File: src/rtl/disk_cmd_pkg.sv
package disk_cmd_pkg;
  typedef enum logic [2:0] {
    K_TEST, K_RECAL, K_SENSE, K_SEEK, K_DIAG, K_BAD
  } cmd_kind_t;

  typedef enum logic [1:0] {S_IDLE, S_WAIT, S_REPLY} disp_state_t;

  localparam logic [7:0] SNS_NONE   = 8'h00;
  localparam logic [7:0] SNS_NOTRDY = 8'h04;
  localparam logic [7:0] SNS_SEEK   = 8'h15;
  localparam logic [7:0] SNS_BADCMD = 8'h20;

  localparam int COMP_DRV_BIT = 5;
  localparam int COMP_ERR_BIT = 1;
endpackage

File: src/rtl/disk_cmd_decode.sv
module disk_cmd_decode
  import disk_cmd_pkg::*;
(
  input  logic [7:0] op,
  output cmd_kind_t  kind
);
  always_comb begin
    case (op)
      8'h00:                kind = K_TEST;
      8'h01:                kind = K_RECAL;
      8'h03:                kind = K_SENSE;
      8'h0B:                kind = K_SEEK;
      8'hE0, 8'hE3, 8'hE4:  kind = K_DIAG;
      default:              kind = K_BAD;
    endcase
  end
endmodule

File: src/rtl/disk_lat_timer.sv
module disk_lat_timer #(
  parameter int LAT       = 4,
  parameter int DIAG_MULT = 5
) (
  input  logic clk,
  input  logic rst,
  input  logic load,
  input  logic long_mode,
  output logic expire
);
  localparam int LONG_LAT = LAT * DIAG_MULT;
  localparam int CNT_W    = $clog2(LONG_LAT + 1);

  logic [CNT_W-1:0] cnt;
  logic             running;

  always_ff @(posedge clk) begin
    if (rst) begin
      cnt     <= '0;
      running <= 1'b0;
    end else if (load) begin
      cnt     <= long_mode ? CNT_W'(LONG_LAT - 1) : CNT_W'(LAT - 1);
      running <= 1'b1;
    end else if (running) begin
      if (cnt == '0) running <= 1'b0;
      else           cnt     <= cnt - 1'b1;
    end
  end

  assign expire = running && (cnt == '0);

  // expiry is a single-cycle event per load
  a_r8_expire_once: assert property (@(posedge clk) disable iff (rst)
    (expire && !load) |=> !expire);
endmodule

File: src/rtl/disk_cyl_track.sv
module disk_cyl_track #(
  parameter int NUM_DRIVES = 2,
  parameter int CYL_W      = 10,
  localparam int DRV_W     = (NUM_DRIVES > 1) ? $clog2(NUM_DRIVES) : 1
) (
  input  logic                        clk,
  input  logic                        rst,
  input  logic                        wr_en,
  input  logic [DRV_W-1:0]            wr_drv,
  input  logic [CYL_W-1:0]            wr_val,
  output logic [NUM_DRIVES*CYL_W-1:0] cyl_flat
);
  for (genvar d = 0; d < NUM_DRIVES; d++) begin : g_drv
    logic [CYL_W-1:0] cyl_q;
    always_ff @(posedge clk) begin
      if (rst)                                    cyl_q <= '0;
      else if (wr_en && (wr_drv == DRV_W'(d)))    cyl_q <= wr_val;
    end
    assign cyl_flat[d*CYL_W +: CYL_W] = cyl_q;
  end
endmodule

File: src/rtl/disk_cmd_dispatch.sv
module disk_cmd_dispatch
  import disk_cmd_pkg::*;
#(
  parameter int NUM_DRIVES = 2,
  parameter int CYL_W      = 10,
  parameter int LAT        = 4,
  parameter int DIAG_MULT  = 5,
  localparam int DRV_W     = (NUM_DRIVES > 1) ? $clog2(NUM_DRIVES) : 1
) (
  input  logic                        clk,
  input  logic                        rst,
  input  logic                        start,
  input  logic [7:0]                  opcode,
  input  logic [DRV_W-1:0]            drv_sel,
  input  logic [CYL_W-1:0]            cyl_req,
  input  logic [NUM_DRIVES-1:0]       drv_present,
  input  logic [NUM_DRIVES*CYL_W-1:0] cyl_limit,
  output logic                        busy,
  output logic                        done,
  output logic [7:0]                  comp_byte,
  output logic [7:0]                  sense,
  output logic                        reply_valid,
  output logic [7:0]                  reply_data,
  output logic [NUM_DRIVES*CYL_W-1:0] cur_cyl
);
  disp_state_t      state;
  cmd_kind_t        kind_in, kind_q;
  logic [DRV_W-1:0] drv_q;
  logic [CYL_W-1:0] req_q;
  logic [2:0]       ridx;
  logic             expire;
  logic             exec;

  disk_cmd_decode u_dec (.op(opcode), .kind(kind_in));

  disk_lat_timer #(.LAT(LAT), .DIAG_MULT(DIAG_MULT)) u_tmr (
    .clk(clk), .rst(rst),
    .load(state == S_IDLE && start),
    .long_mode(kind_in == K_DIAG),
    .expire(expire)
  );

  assign exec = (state == S_WAIT) && expire;

  // Result of the command being executed
  logic             pres;
  logic [CYL_W-1:0] lim;
  logic             err_n, sns_wr, cyl_wr;
  logic [7:0]       sns_val;
  logic [CYL_W-1:0] cyl_val;
  logic [7:0]       drv_bits;

  assign pres     = drv_present[drv_q];
  assign lim      = cyl_limit[drv_q*CYL_W +: CYL_W];
  assign drv_bits = (drv_q != '0) ? (8'd1 << COMP_DRV_BIT) : 8'h00;

  always_comb begin
    err_n   = 1'b0;
    sns_wr  = 1'b0;
    sns_val = SNS_NONE;
    cyl_wr  = 1'b0;
    cyl_val = '0;
    case (kind_q)
      K_TEST: if (!pres) begin
        err_n = 1'b1; sns_wr = 1'b1; sns_val = SNS_NOTRDY;
      end
      K_RECAL: if (!pres) begin
        err_n = 1'b1; sns_wr = 1'b1; sns_val = SNS_NOTRDY;
      end else begin
        cyl_wr = 1'b1; cyl_val = '0;
      end
      K_SEEK: if (!pres) begin
        err_n = 1'b1; sns_wr = 1'b1; sns_val = SNS_NOTRDY;
      end else if (req_q >= lim) begin
        cyl_wr = 1'b1; cyl_val = lim - 1'b1;
        err_n = 1'b1; sns_wr = 1'b1; sns_val = SNS_SEEK;
      end else begin
        cyl_wr = 1'b1; cyl_val = req_q;
      end
      K_BAD: begin
        err_n = 1'b1; sns_wr = 1'b1; sns_val = SNS_BADCMD;
      end
      default: ;
    endcase
  end

  disk_cyl_track #(.NUM_DRIVES(NUM_DRIVES), .CYL_W(CYL_W)) u_cyl (
    .clk(clk), .rst(rst),
    .wr_en(exec && cyl_wr && kind_q != K_SENSE),
    .wr_drv(drv_q), .wr_val(cyl_val),
    .cyl_flat(cur_cyl)
  );

  always_ff @(posedge clk) begin
    if (rst) begin
      state       <= S_IDLE;
      kind_q      <= K_TEST;
      drv_q       <= '0;
      req_q       <= '0;
      ridx        <= '0;
      done        <= 1'b0;
      comp_byte   <= 8'h00;
      sense       <= SNS_NONE;
      reply_valid <= 1'b0;
      reply_data  <= 8'h00;
    end else begin
      done <= 1'b0;
      case (state)
        S_IDLE: if (start) begin
          kind_q <= kind_in;
          drv_q  <= drv_sel;
          req_q  <= cyl_req;
          state  <= S_WAIT;
        end
        S_WAIT: if (expire) begin
          if (kind_q == K_SENSE) begin
            reply_valid <= 1'b1;
            reply_data  <= sense;
            ridx        <= 3'd1;
            state       <= S_REPLY;
          end else begin
            done      <= 1'b1;
            comp_byte <= drv_bits | (err_n ? (8'd1 << COMP_ERR_BIT) : 8'h00);
            if (sns_wr) sense <= sns_val;
            state     <= S_IDLE;
          end
        end
        S_REPLY: begin
          if (ridx == 3'd4) begin
            reply_valid <= 1'b0;
            reply_data  <= 8'h00;
            done        <= 1'b1;
            comp_byte   <= drv_bits;
            sense       <= SNS_NONE;
            state       <= S_IDLE;
          end else begin
            reply_data <= (ridx == 3'd1) ? drv_bits : 8'h00;
            ridx       <= ridx + 1'b1;
          end
        end
        default: state <= S_IDLE;
      endcase
    end
  end

  assign busy = (state != S_IDLE);

  // reserved completion bits stay zero
  a_r2_comp_reserved: assert property (@(posedge clk) disable iff (rst)
    done |-> ((comp_byte & 8'hDD) == 8'h00));
  // completion is a single-cycle strobe
  a_r8_done_pulse: assert property (@(posedge clk) disable iff (rst)
    done |=> !done);
  // reply bytes only appear inside a running command
  a_r6_reply_in_cmd: assert property (@(posedge clk) disable iff (rst)
    reply_valid |-> busy);
  // reply is followed directly by completion with sense cleared
  a_r6_sense_cleared: assert property (@(posedge clk) disable iff (rst)
    $fell(reply_valid) |-> (done && sense == 8'h00));
  // a start while busy does not replace the latched command
  a_r9_ignore_busy: assert property (@(posedge clk) disable iff (rst)
    (busy && start) |=> ($stable(kind_q) && $stable(drv_q) && $stable(req_q)));

  // a drive never sits at or above a nonzero configured count
  for (genvar d = 0; d < NUM_DRIVES; d++) begin : g_chk
    a_r5_cyl_in_range: assert property (@(posedge clk) disable iff (rst)
      (cyl_limit[d*CYL_W +: CYL_W] != '0) |->
        (cur_cyl[d*CYL_W +: CYL_W] < cyl_limit[d*CYL_W +: CYL_W] ||
         cur_cyl[d*CYL_W +: CYL_W] == '0));
  end
endmodule

File: config.mk
export PLATFORM = sky130hd
export DESIGN_NAME = disk_cmd_dispatch
export DESIGN_NICKNAME = d
export VERILOG_FILES = /design/src/rtl/disk_cmd_pkg.sv /design/src/rtl/disk_cmd_decode.sv /design/src/rtl/disk_lat_timer.sv /design/src/rtl/disk_cyl_track.sv /design/src/rtl/disk_cmd_dispatch.sv
export SDC_FILE = /design/constraint.sdc
export NUM_CORES = 1
export LEC_CHECK = 0
export BUFFER_PORTS_ARGS = -buffer_cell sky130_fd_sc_hd__buf_2
export CORE_MARGIN = 5
export CORE_UTILIZATION = 53
export DETAILED_ROUTE_END_ITERATION = 16
export GPL_TIMING_DRIVEN = 0
export HOLD_SLACK_MARGIN = 0.12
export PLACE_DENSITY = 0.78
export SKIP_CTS_REPAIR_TIMING = 1
export SLEW_MARGIN = 25
export SYNTH_ARGS = -nofsm -noshare
export SYNTH_HDL_FRONTEND = slang
export SYNTH_SLANG_ARGS = --single-unit
File: constraint.sdc
create_clock -name clk -period 3.5 [get_ports clk]
set_input_delay 0.525 -clock clk [delete_from_list [all_inputs] [get_ports clk]]
set_output_delay 0.525 -clock clk [all_outputs]
set_load 0.02 [all_outputs]
After elaboration in Yosys (flattened, before gate mapping)
Index checks and enable logic that the tools add are counted.

word-level totals
  flip-flop bits (word level) = 71
  output and inout bits = 47

operators by class
  bitwise gates (word level) = 2
  reductions and logical operators = 25
  shift-type cells = 1
  $add $sub $neg = 3
  muxes and demuxes = 56
  equal/unequal tests = 24
  $lt $le $gt $ge = 2
  multipliers = 1

operators with widths
  kind                   count
  $mux 8                 9
  $pmux 8 s2             3
  $mux 10                3
  $mux 5                 6
  $eq 8x8->1 const B     3
  $shiftx 20x6->10       1
  $mux 6                 3
  $pmux 6 s3             1
  $mux 1                 16
  $pmux 3 s5             1
  $mux 3                 4
  $ne 2x2->1 const B     6
  $reduce_and 4->1       3
  $ge 10x10->1           1
  $mux 2                 5
  $sub 10x1->10 const B  1
  $eq 3x3->1 const B     3
  $eq 8x1->1 const B     1
  $eq 8x2->1 const B     1
  $eq 8x4->1 const B     1
  $logic_not 8->1        1
  $logic_and 1x1->1      7
  $eq 3x1->1 const B     2
  $eq 3x2->1 const B     2
  23 further kinds       30

Logic depth before layout (Yosys ltp)
  word-level depth = 11
  mapped depth = 13

Hierarchy
A second synthesis with hierarchy kept.

unflattened totals
  cells, all modules = 393
  area, all modules = 3,306.9 µm²

by module, submodules not included
  module             seq. area each (µm²)  area each (µm²)  cells each  times used
  disk_cmd_dispatch  580.6                 2,090.8          268         1
  disk_cyl_track     400.4                 843.3            79          1
  disk_lat_timer     120.1                 310.3            35          1
  disk_cmd_decode    0.0                   62.6             11          1

Worst setup path before layout
Ideal clock, no wire load.

  path type = register to register
  from = register drv_q
  to = register u_cyl.g_drv[0].cyl_q[5]
  data arrival time = 2.601 ns
  cell stages (with the launch flop) = 12
  buffers on the path = 3
  slack = 0.782 ns
  path through = dfxtp_1 > buf_2 > buf_4 > mux2i_1 > ha_1 > a211o_1 > a21oi_1 > o41a_1 > and2_1 > buf_2 > mux2_1 > a22o_1

between the ends
  word-level cells in the longest chain between the ends = 7
  elaborated cells between the ends (all ways) = 15

ends and longest elaborated chain
  what                                                                   RTL line                  source
  from (decl)                                                            disk_cmd_dispatch.sv:28   logic [DRV_W-1:0] drv_q;
  from (signal assigned)                                                 disk_cmd_dispatch.sv:111  drv_q <= drv_sel;
  parallel branches: the longest is 7 deep, another holds $sub 10x1->10  --
  to (signal assigned)                                                   disk_cyl_track.sv:17      else if (wr_en && (wr_drv == DRV_W'(d))) cyl_q <= wr_val;
  to (decl)                                                              disk_cyl_track.sv:14      logic [CYL_W-1:0] cyl_q;

Several ways; the timed one is not identified. The select of a mux whose other input is x is not followed.
A chain may end at the register's enable or synchronous reset.

Final worst setup path
  from = register drv_q
  to = register u_cyl.g_drv[0].cyl_q[7]

The elaborated chain is that of the path after synthesis.

==> flow_summary.json <==
{
  "insertion_delay_ns": 0.31,
  "arrival_ns": 3.38,
  "gp_congestion": 0.8563,
  "grt_pass1_vias": 2819,
  "nNetsFinal": 548,
  "die_area_um2": 7776,
  "num_antenna_cells": 0,
  "cts_made_buffers": 5,
  "synth-edff-count": 0,
  "setup_viol": 0,
  "grt_usage": 0.2054,
  "avgSynthCellArea_um2": 8.306,
  "fin_cells": 561,
  "initialDrtViolationCount": 147,
  "ant_nets": 0,
  "yosysSeqAreaShare": 0.3399,
  "synth.distinct_cells": 58,
  "hold_slack_ns": 0.4456,
  "max_freq_mhz": 314.8,
  "drt-wirelength-per-cell_um": 13.98,
  "maxCapViolCount": 0,
  "rsz0062_at_grt": "false",
  "power_density_nw_per_um2": 336.8,
  "placedCellCount": 553,
  "power_mw": 1.298,
  "synth.most_common_cell": "dfxtp_1",
  "synth_top_cell_area_share": 0.3399,
  "dp_hpwl_um": 6347,
  "drive_above_1_share": 0.2407,
  "wl_um": 7843,
  "met3_length_um": 596,
  "fin_skew_ns": 0.01039,
  "die_y_um": 88.18,
  "slew_headroom": 0.5930,
  "crit_required_ns": 3.70,
  "io_buffer_count": 75,
  "min_period_ns": 3.176,
  "ir_worst_vdd_mv": 0.2178,
  "floorplan.initialDensity": 0.5471,
  "yosysWarnings": 0,
  "synthTopCellsByArea": "dfxtp_1 (34%), ha_1 (7.3%), mux2i_1 (6.2%)",
  "core_area_um2": 5921,
  "worstSetupStartpointType": "flip-flop",
  "hold_violations": 0,
  "place_area_um2": 3757,
  "cts.sinks": 55,
  "topRoutingLayerUsed": "met4",
  "finalSetupTns_ns": 0,
  "synthTopCellsByCount": "dfxtp_1 (55), nand2_1 (53), a21oi_1 (35), nor2_1 (21)",
  "clk_pin_slew_ns": 0.10,
  "hp-class": "input pin to flip-flop",
  "wl_met1_um": 3427,
  "grt_max_degree": 18,
  "grt_overflow": 0,
  "design_area_um2": 3855,
  "synthFlopType": "dfxtp_1",
  "crit_fanout": 10,
  "outcome": "complete, no violations",
  "worst_slew_pin_slew_ns": 0.6039,
  "ys_async_sr_fraction": 0,
  "wl_met2_um": 3748,
  "htree_num_levels": 2,
  "vias": 3004,
  "fin_crit_sh": 0.9075,
  "fp-row-count": 28,
  "die_w_um": 88.18,
  "endpoint_kind": "flip-flop",
  "first_pass_iters": 4,
  "syn_to_final_growth_pct": 19.00,
  "clockBufferDepth": 2,
  "root_buffer": "clkbuf_8",
  "critical_path_class": "flip-flop to flip-flop",
  "yosysTopAreaCell": "dfxtp_1",
  "drv_slew": 0,
  "p_leak_nw": 1.745,
  "fillers": 525,
  "synth_area_um2": 3239,
  "avgViaCountPerCell": 5.355,
  "cts_tree": "yes",
  "ys_ff_latch": 55,
  "netlist_instances": 390,
  "drc": 0,
  "pin_count": 91,
  "grt_pass1_wl_um": 12700,
  "antenna_found_initial": 0
}
==> worst max-delay path: stages, from the launching register on <==
cell	delay (ns)
dfxtp_1	0.40
buf_2	0.26
buf_2	0.31
mux2i_1	0.34
inv_1	0.08
ha_1	0.26
nand2b_1	0.14
a21oi_1	0.17
o41a_1	0.19
and2_1	0.13
buf_2	0.16
buf_4	0.23
mux2i_1	0.30
o21ai_0	0.11
==> layout make-up <==
type,instances,area [um2],share of cell area
inverters,19,71.32,0.01850
multi-input cells,297,1922,0.4985
clock buffers,6,72.57,0.01883
clock inverters,2,17.52,0.004544
plain buffers,32,201.4,0.05226
repair buffers,75,375.4,0.09737
flip-flops and latches,55,1101,0.2856
well taps,75,93.84,0.02434
==> per-layer routing <==
metal | track usage | vias up
met1 | 0.2718 | 1364
met3 | 0.02916 | 7
met5 | 0 | -
met4 | 0.06319 | 0
li1 | - | 1547
met2 | 0.3460 | 86
==> registers in the layout, indices dropped and copies added, names as in the netlist, 3 cells and up <==
register and count:
u_tmr.cnt 5, req_q 10, kind_q 3, sense 3, ridx 3, u_cyl.g_drv.cyl_q 20
reply_data 3
==> kinds of logic (layout without fill, tap and decap cells) <==
logic type / count (synthesis) / count (layout) / share of synthesized area
simple gates: 140 / 140 / 0.2271
compound gates: 91 / 91 / 0.1757
flops: 55 / 55 / 0.3399
buf+inv: 51 / 134 / 0.08420
mux: 22 / 22 / 0.06875
fa+ha+maj: 19 / 19 / 0.07339
xor+xnor: 11 / 11 / 0.02974
other cells: 1 / 14 / 0.001158
==> final timing paths <==
| path | from | end | slack (ns) | cells past startpoint |
|---|---|---|---|---|
| min | cyl_req[6] | req_q[6] | 0.45 | 3 |
| max | drv_q | u_cyl.g_drv[0].cyl_q[7] | 0.32 | 13 |
| max reg2reg | drv_q | u_cyl.g_drv[0].cyl_q[7] | 0.32 | 13 |
| min reg2reg | u_cyl.g_drv[1].cyl_q[7] | u_cyl.g_drv[1].cyl_q[7] | 0.46 | 2 |
==> where the power goes <==
part	internal [mW]	switching [mW]	total (mW)
clock	0.144	0.203	0.348
sequential	0.644	0.0173	0.662
combinational	0.118	0.171	0.289
total	0.906	0.392	1.30
==> metrics by stage <==
step                      setup WS [ns]  utilization
final                            0.3238       0.6511
after global routing            0.06721       0.6511
after CTS                        0.2925       0.6498
after detailed placement         0.3126       0.6346
after global placement           0.3914       0.6346
after floorplan                  0.7822            -
==> cell usage in the layout (no fill, tap or decap), drive strengths merged, types with 3 or more instances in the layout <==
cell type and instances:
a211oi 3, a21oi 35, a22o 5, a32o 3
and2 4, buf 100, clkbuf 13, clkinv 3
conb 14, dfxtp 55, ha 19, inv 18
mux2i 20, nand2 53, nand2b 4, nand3 7
nand4 4, nand4b 7, nor2 21, nor3 12
nor3b 7, nor4 4, nor4b 3, o21ai 23
o31ai 3, o41ai 3, or2 3, xnor2 7
xor2 4
No activity file was read; power rests on OpenSTA's default activity.
